==> config.mk <==
export PLATFORM = sky130hd
export DESIGN_NAME = lu_hazard_pipe
export DESIGN_NICKNAME = d
export VERILOG_FILES = /design/src/rtl/lu_hazard_pkg.sv /design/src/rtl/lu_decode.sv /design/src/rtl/lu_loaduse_detect.sv /design/src/rtl/lu_stall_ctrl.sv /design/src/rtl/lu_hazard_pipe.sv
export SDC_FILE = /design/constraint.sdc
export NUM_CORES = 1
export LEC_CHECK = 0
export ABC_AREA = 1
export CAP_MARGIN = 25
export CORE_MARGIN = 4
export CORE_UTILIZATION = 47
export CTS_BUF_LIST = sky130_fd_sc_hd__clkbuf_16
export CTS_CLUSTER_DIAMETER = 100
export DETAILED_ROUTE_END_ITERATION = 8
export PLACE_DENSITY = 0.8
export REMOVE_ABC_BUFFERS = 1
export SETUP_SLACK_MARGIN = 0.05
export SYNTH_ARGS = -nofsm -noshare
export SYNTH_HDL_FRONTEND = slang
export SYNTH_SLANG_ARGS = --single-unit
==> constraint.sdc <==
create_clock -name clk -period 2.1 [get_ports clk]
set_input_delay 0.42 -clock clk [delete_from_list [all_inputs] [get_ports clk]]
set_output_delay 0.42 -clock clk [all_outputs]
set_load 0.02 [all_outputs]
==> src/rtl/lu_hazard_pkg.sv <==
package lu_hazard_pkg;

  localparam int XLEN    = 32;
  localparam int RAW     = 5;
  localparam int OPW     = 6;
  localparam int OP_LSB  = XLEN - OPW;
  localparam int RS_LSB  = OP_LSB - RAW;
  localparam int RT_LSB  = RS_LSB - RAW;
  localparam int PC_STEP = XLEN / 8;
  localparam int NUM_SRC = 2;

  localparam logic [OPW-1:0] OPC_LOAD  = 6'b100011;
  localparam logic [OPW-1:0] OPC_STORE = 6'b101011;
  localparam logic [OPW-1:0] OPC_ALU   = 6'b000000;

  typedef struct packed {
    logic reg_dst;
    logic alu_src;
    logic reg_write;
    logic mem_write;
    logic mem_read;
  } ctrl_t;

  localparam int CTRL_W = $bits(ctrl_t);

  function automatic logic [OPW-1:0] f_opcode(input logic [XLEN-1:0] w);
    return w[OP_LSB +: OPW];
  endfunction

  function automatic logic [RAW-1:0] f_rs(input logic [XLEN-1:0] w);
    return w[RS_LSB +: RAW];
  endfunction

  function automatic logic [RAW-1:0] f_rt(input logic [XLEN-1:0] w);
    return w[RT_LSB +: RAW];
  endfunction

  function automatic ctrl_t f_decode(input logic [XLEN-1:0] w);
    ctrl_t c;
    c = '0;
    unique case (f_opcode(w))
      OPC_LOAD: begin
        c.mem_read  = 1'b1;
        c.reg_write = 1'b1;
        c.alu_src   = 1'b1;
      end
      OPC_STORE: begin
        c.mem_write = 1'b1;
        c.alu_src   = 1'b1;
      end
      OPC_ALU: begin
        c.reg_write = 1'b1;
        c.reg_dst   = 1'b1;
      end
      default: begin
        c.reg_write = 1'b1;
        c.alu_src   = 1'b1;
      end
    endcase
    return c;
  endfunction

  function automatic logic f_live_match(input logic [RAW-1:0] dst,
                                        input logic [RAW-1:0] src);
    return (dst == src) && (dst != '0);
  endfunction

endpackage

==> src/rtl/lu_decode.sv <==
module lu_decode
  import lu_hazard_pkg::*;
(
  input  logic [XLEN-1:0] instr,
  output ctrl_t           ctrl,
  output logic [RAW-1:0]  rs,
  output logic [RAW-1:0]  rt
);

  always_comb begin
    ctrl = f_decode(instr);
    rs   = f_rs(instr);
    rt   = f_rt(instr);
  end

endmodule

==> src/rtl/lu_loaduse_detect.sv <==
module lu_loaduse_detect #(
  parameter int AW   = 5,
  parameter int NSRC = 2
) (
  input  logic              load_in_ex,
  input  logic [AW-1:0]     ex_dst,
  input  logic [NSRC*AW-1:0] id_srcs,
  output logic [NSRC-1:0]   src_hit,
  output logic              stall
);

  for (genvar g = 0; g < NSRC; g++) begin : g_cmp
    assign src_hit[g] = (id_srcs[g*AW +: AW] == ex_dst) && (ex_dst != '0);
  end

  assign stall = load_in_ex && (|src_hit);

endmodule

==> src/rtl/lu_stall_ctrl.sv <==
module lu_stall_ctrl (
  input  logic stall,
  output logic pc_we,
  output logic ifid_we,
  output logic bubble
);

  assign pc_we   = ~stall;
  assign ifid_we = ~stall;
  assign bubble  = stall;

endmodule

==> src/rtl/lu_hazard_pipe.sv <==
module lu_hazard_pipe
  import lu_hazard_pkg::*;
(
  input  logic              clk,
  input  logic              rst_n,
  input  logic [XLEN-1:0]   imem_rdata,
  output logic [XLEN-1:0]   pc,
  output logic              pc_we,
  output logic              ifid_we,
  output logic              bubble,
  output logic              stall,
  output logic [XLEN-1:0]   ifid_instr,
  output logic [CTRL_W-1:0] idex_ctrl,
  output logic [RAW-1:0]    idex_rt,
  output logic [CTRL_W-1:0] exmem_ctrl,
  output logic [RAW-1:0]    exmem_rt
);

  ctrl_t              dec_ctrl;
  logic [RAW-1:0]     dec_rs;
  logic [RAW-1:0]     dec_rt;
  ctrl_t              idex_q;
  ctrl_t              exmem_q;
  ctrl_t              idex_next;
  logic [NUM_SRC-1:0] src_hit;

  lu_decode u_dec (
    .instr (ifid_instr),
    .ctrl  (dec_ctrl),
    .rs    (dec_rs),
    .rt    (dec_rt)
  );

  lu_loaduse_detect #(.AW(RAW), .NSRC(NUM_SRC)) u_det (
    .load_in_ex (idex_q.mem_read),
    .ex_dst     (idex_rt),
    .id_srcs    ({dec_rt, dec_rs}),
    .src_hit    (src_hit),
    .stall      (stall)
  );

  lu_stall_ctrl u_sc (
    .stall   (stall),
    .pc_we   (pc_we),
    .ifid_we (ifid_we),
    .bubble  (bubble)
  );

  assign idex_next = bubble ? ctrl_t'('0) : dec_ctrl;

  always_ff @(posedge clk) begin
    if (!rst_n) begin
      pc         <= '0;
      ifid_instr <= '0;
      idex_q     <= '0;
      idex_rt    <= '0;
      exmem_q    <= '0;
      exmem_rt   <= '0;
    end else begin
      if (pc_we)   pc         <= pc + XLEN'(PC_STEP);
      if (ifid_we) ifid_instr <= imem_rdata;
      idex_q   <= idex_next;
      idex_rt  <= dec_rt;
      exmem_q  <= idex_q;
      exmem_rt <= idex_rt;
    end
  end

  assign idex_ctrl  = idex_q;
  assign exmem_ctrl = exmem_q;

endmodule

# ---- Word-level counts from Yosys, hierarchy flattened
# Index checks and enable logic that the tools add are counted.
dict set report classes {
  n_eq_ne 4
  n_reduce_logical 7
  add_sub_neg 1
  muxes 5
  bitwise_logic 2
}
# op count
set op_table {}
lappend op_table {{$add 32x3->32 const B} 1}
lappend op_table {{$eq 6x6->1 const B} 2}
lappend op_table {{$eq 5x5->1} 2}
lappend op_table {{$logic_not 6->1} 1}
lappend op_table {{$mux 1} 5}
lappend op_table {{$reduce_bool 5->1} 1}
lappend op_table {{$reduce_or 2->1} 2}
lappend op_table {{$logic_and 1x1->1} 3}
lappend op_table {{$not 1->1} 2}
dict set report word_totals {
  elab_cells 33
  reg_bits 84
}

# ---- Depth between registers and ports, before layout
dict set report logic_depth {
  word_depth 5
  ltp_mapped 11
}

# ---- Cells and area by module
# Synthesis repeated with hierarchy kept, for this count alone.
dict set report hier_totals {
  hier_cells 569
  hier_area_um2 3863.7
}
# module n_inst cells_each area_per_inst_um2 seq_area_each_um2
set modules_own_cells {}
lappend modules_own_cells {lu_hazard_pipe 1 487 3449.6 1641.6}
lappend modules_own_cells {lu_loaduse_detect 1 52 232.7 0.0}
lappend modules_own_cells {lu_decode 1 27 162.7 0.0}
lappend modules_own_cells {lu_stall_ctrl 1 3 18.8 0.0}

# ---- Least setup slack after synthesis
# Ideal clock, no wire load.
dict set report synth_timing {
  path_kind {flip-flop to output port}
  from {register idex_rt[1]}
  to {output port pc_we}
  required_ns 1.680
  setup_slack_ns 0.240
  stages_incl_launch_ff 10
  arrival_time_ns 1.440
  n_path_buf 2
  path_cell_list {dfxtp_1 inv_2 nand2_1 nand2_1 nor2_1 nand3_1 nand2_2 nand2_4 buf_2 buf_4}
}
dict set report synth_via {
  elab_chain_cells 5
  elab_cells_between_ends 8
  cone_classes {eq/ne (2); bitwise (1); reduce/logical (5)}
}
# item line
set synth_lines {}
lappend synth_lines {{start: declaration} lu_hazard_pipe.sv:14} ;# output logic [RAW-1:0] idex_rt,
lappend synth_lines {{start signal: assignment} lu_hazard_pipe.sv:63} ;# idex_rt <= dec_rt;
lappend synth_lines {{$eq 5x5->1 or $reduce_bool 5->1 (tied branches)} lu_loaduse_detect.sv:13} ;# assign src_hit[g] = (id_srcs[g*AW +: AW] == ex_dst) && (ex_dst != '0);
lappend synth_lines {{$logic_and 1x1->1} lu_loaduse_detect.sv:13}
lappend synth_lines {{$reduce_or 2->1 (*)} lu_loaduse_detect.sv:16} ;# assign stall = load_in_ex && (|src_hit);
lappend synth_lines {{$logic_and 1x1->1 (*)} lu_loaduse_detect.sv:16}
lappend synth_lines {{$not 1->1 (*)} n/a}
lappend synth_lines {{end: declaration} lu_hazard_pipe.sv:8} ;# output logic pc_we,
# Every way passes the cells marked *; elsewhere a longest branch is shown, timed or not.

# ---- Worst setup path in the final report
dict set report layout_timing {
  from {register ifid_instr[16]}
  to {output port bubble}
}
dict set report layout_via {
  elab_chain_cells 4
}
# item line
set layout_lines {}
lappend layout_lines {{start: declaration} lu_hazard_pipe.sv:12} ;# output logic [XLEN-1:0] ifid_instr,
lappend layout_lines {{start signal: assignment} lu_hazard_pipe.sv:61} ;# if (ifid_we) ifid_instr <= imem_rdata;
lappend layout_lines {{$eq 5x5->1} lu_loaduse_detect.sv:13}
lappend layout_lines {{$logic_and 1x1->1} lu_loaduse_detect.sv:13}
lappend layout_lines {{$reduce_or 2->1} lu_loaduse_detect.sv:16}
lappend layout_lines {{$logic_and 1x1->1} lu_loaduse_detect.sv:16}
lappend layout_lines {{end: declaration} lu_hazard_pipe.sv:10} ;# output logic bubble,
# No other way between the ends.

==> metrics <==
min-delay src=rst_n; postcts setup bufs=0; routed via count=4342; final hold vios=0; worst ir drop on vdd=0.4515 mV; RSZ-0062 raised after global routing=yes; Fin Hold WS=0.3492 ns; Die Y-Extent=100.8 µm; R2R Setup Slk=0.27 ns; critical path's most frequent cell=nand2_1; CTS buffer count=9; die area=10170 µm²; wire per inst=14.23 µm; min cycle time layout=1.921 ns; status=finished, final reports clean; clk_skew=0.007352 ns; crit-path cells=inv_1, nand2_1, nand2_1, nor2_1, nand3_1, nand2_2, nand2_4, inv_4, buf_2; Post-DP Area=5253 µm²; Final ANT Viol Nets=0; first-pass GRT wire length=19710 µm; P_leak=2.294 nW; Yosys warnings=0; later-pin clock latency in the skew report=0.34 ns; Core Region=8299 µm²; largest net degree at the start of global routing=63; worst r2r path cells=7; Layout Utilization=66.61%; share of cells above drive strength 1=6.377%; post-route cell area=5528 µm²; crit-path max FO=5; Max-cap violations=0; via/cell ratio=5.157; final setup vio count=0; CP arrival=1.50 ns; final non-filler cell total=842; vias in the first global route=4117; initial antenna violation count=0; Crit Path Class=register to output port; die width=100.8 µm; commonest non-fill, non-tap cell in the layout=nand2_1; PnR worst setup slack=0.1791 ns; CTS Hold Bufs=0; Detailed Routing Iterations Pass 1=5; Yosys cell types=24; crit path max-delay cell type=dfxtp_1; IO Count=122; row cnt=33; buffers added on ports=119; startpoint types=register; clk sinks=82; Max Root-Sink Buffers=2; clock-pin slew on the worst setup and hold paths=0.07 ns; Starting Density=48.82%; DRC Markers=0; Synth Cell Area=4051 µm²; CTS tree=built; nets@finish=767; post-route setup TNS=0 ns; grt ovf=0; dpl cells=826; routability cong.=0.9359; Pwr Total=3.581 mW; commonest cells after routing, fill and taps aside=187 x nand2_1, 133 x nor2_1, 114 x clkdlybuf4s50_1, 75 x dfxtp_1, 62 x nand3_1; initial drt markers=245; H-tree levels=3; Worst-Margin Slew=0.8461 ns; hold path cells=3; pwr dens=647.8 nW/µm²; area grow syn2layout=36.44%; R2R Path Start=pc[2]$_SDFFE_PN0N_; Syn Area/Cell=6.493 µm²; max_slew headroom=43.53%; CP endpoint kind=output port; crit share post-route=91.47%; All-Layer GR Usage=24.05%; worst r2r dst=pc[16]$_SDFFE_PN0N_; WL final=11980 µm; Hold Path Class=primary input to register; # diodes=0; post-DP HPWL=8251 µm; clk root buf=clkbuf_16; Achievable Freq=0.5206 GHz; register area share after synthesis=40.52%; FF+latch count, synth=82; Place WS=0.02507 ns; CP Data Required Time=1.68 ns; Crit path largest cell delay=0.39 ns; Cells after Synth=624; Final Max Slew Viols=0; worst hold endpoint=exmem_ctrl[2]$_SDFF_PN0_
==> synthesized netlist by cell type, drive strengths merged <==
library cell / n / area share (%)
xor2: 10 / 2.2
nand3: 62 / 7.7
a21oi: 23 / 2.8
nor3: 2 / 0.25
inv: 56 / 5.3
xnor2: 7 / 1.5
conb: 1 / 0.093
nor2: 135 / 13
clkbuf: 4 / 0.37
nand2: 190 / 18
buf: 27 / 4.1
ha: 1 / 0.31
nand3b: 22 / 4.1
dfxtp: 82 / 41
nor4: 1 / 0.15
o21ai: 1 / 0.12
==> worst max path at each step <==
| stage | startpoint | endpoint | slack (ns) |
|---|---|---|---|
| global placement | idex_rt[1]$_SDFF_PN0_ | bubble | 0.09 |
| CTS | idex_rt[4]$_SDFF_PN0_ | bubble | 0.06 |
| detailed placement | idex_rt[1]$_SDFF_PN0_ | bubble | 0.03 |
| finish | ifid_instr[16]$_SDFFE_PN0N_ | bubble | 0.18 |
| global route | ifid_instr[16]$_SDFFE_PN0N_ | pc[31]$_SDFFE_PN0N_ | 0.03 |
| floorplan | idex_rt[2]$_SDFF_PN0_ | bubble | -0.52 |
==> final cells by class <==
cell class / instances / area [µm²]
clock buffer: 9 / 225.2
clock inverter: 7 / 53.80
fill: 734 / 2771
inverter: 56 / 212.7
multi-input combinational: 456 / 2023
sequential: 82 / 1655
tap: 105 / 131.4
timing repair buffer: 127 / 1226
==> worst max-delay path, delay by kind of cell, from the launching register on <==
kind | cells | cell delay (ns)
flops | 1 | 0.39
simple gates | 6 | 0.48
buf+inv | 3 | 0.28
==> state kept, by name, summed over array words and instances (netlist names) <==
signal / cells
exmem_ctrl: 5
idex_ctrl: 5
ifid_instr: 32
pc: 30
exmem_rt: 5
idex_rt: 5
==> kinds of logic (layout without fill, tap and decap cells) <==
group           after synthesis  count (layout)  synth area share (%)
xor+xnor                     17              17                 3.675
flops                        82              82                 40.52
other cells                   1               2               0.09256
buf+inv                      87             199                 9.697
simple gates                412             412                 42.74
fa+ha+maj                     1               1                0.3088
compound gates               24              24                 2.965
==> timing repair <==
item	in CTS	in global routing
setup endpoints to repair	4	42
endpoints found under the hold margin	0	0
gates resized for setup	15	9
cloned	0	0
==> layer usage <==
layer  vias up  track usage (%)  wire length, µm
li1       2131                -                -
met1      1989            30.22             4904
met2       192            40.10             5853
met3        30            4.291              847
met4         0            10.67              374
met5         -                0                0
==> report_power, final <==
group | leakage [nW] | switching [mW] | total, mW | internal (mW)
clock | 0.134 | 0.677 | 1.49 | 0.809
combinational | 1.48 | 0.249 | 0.450 | 0.201
sequential | 0.676 | 0.0390 | 1.65 | 1.61
total | 2.29 | 0.965 | 3.58 | 2.62
Power figures use the tool's default switching activity.
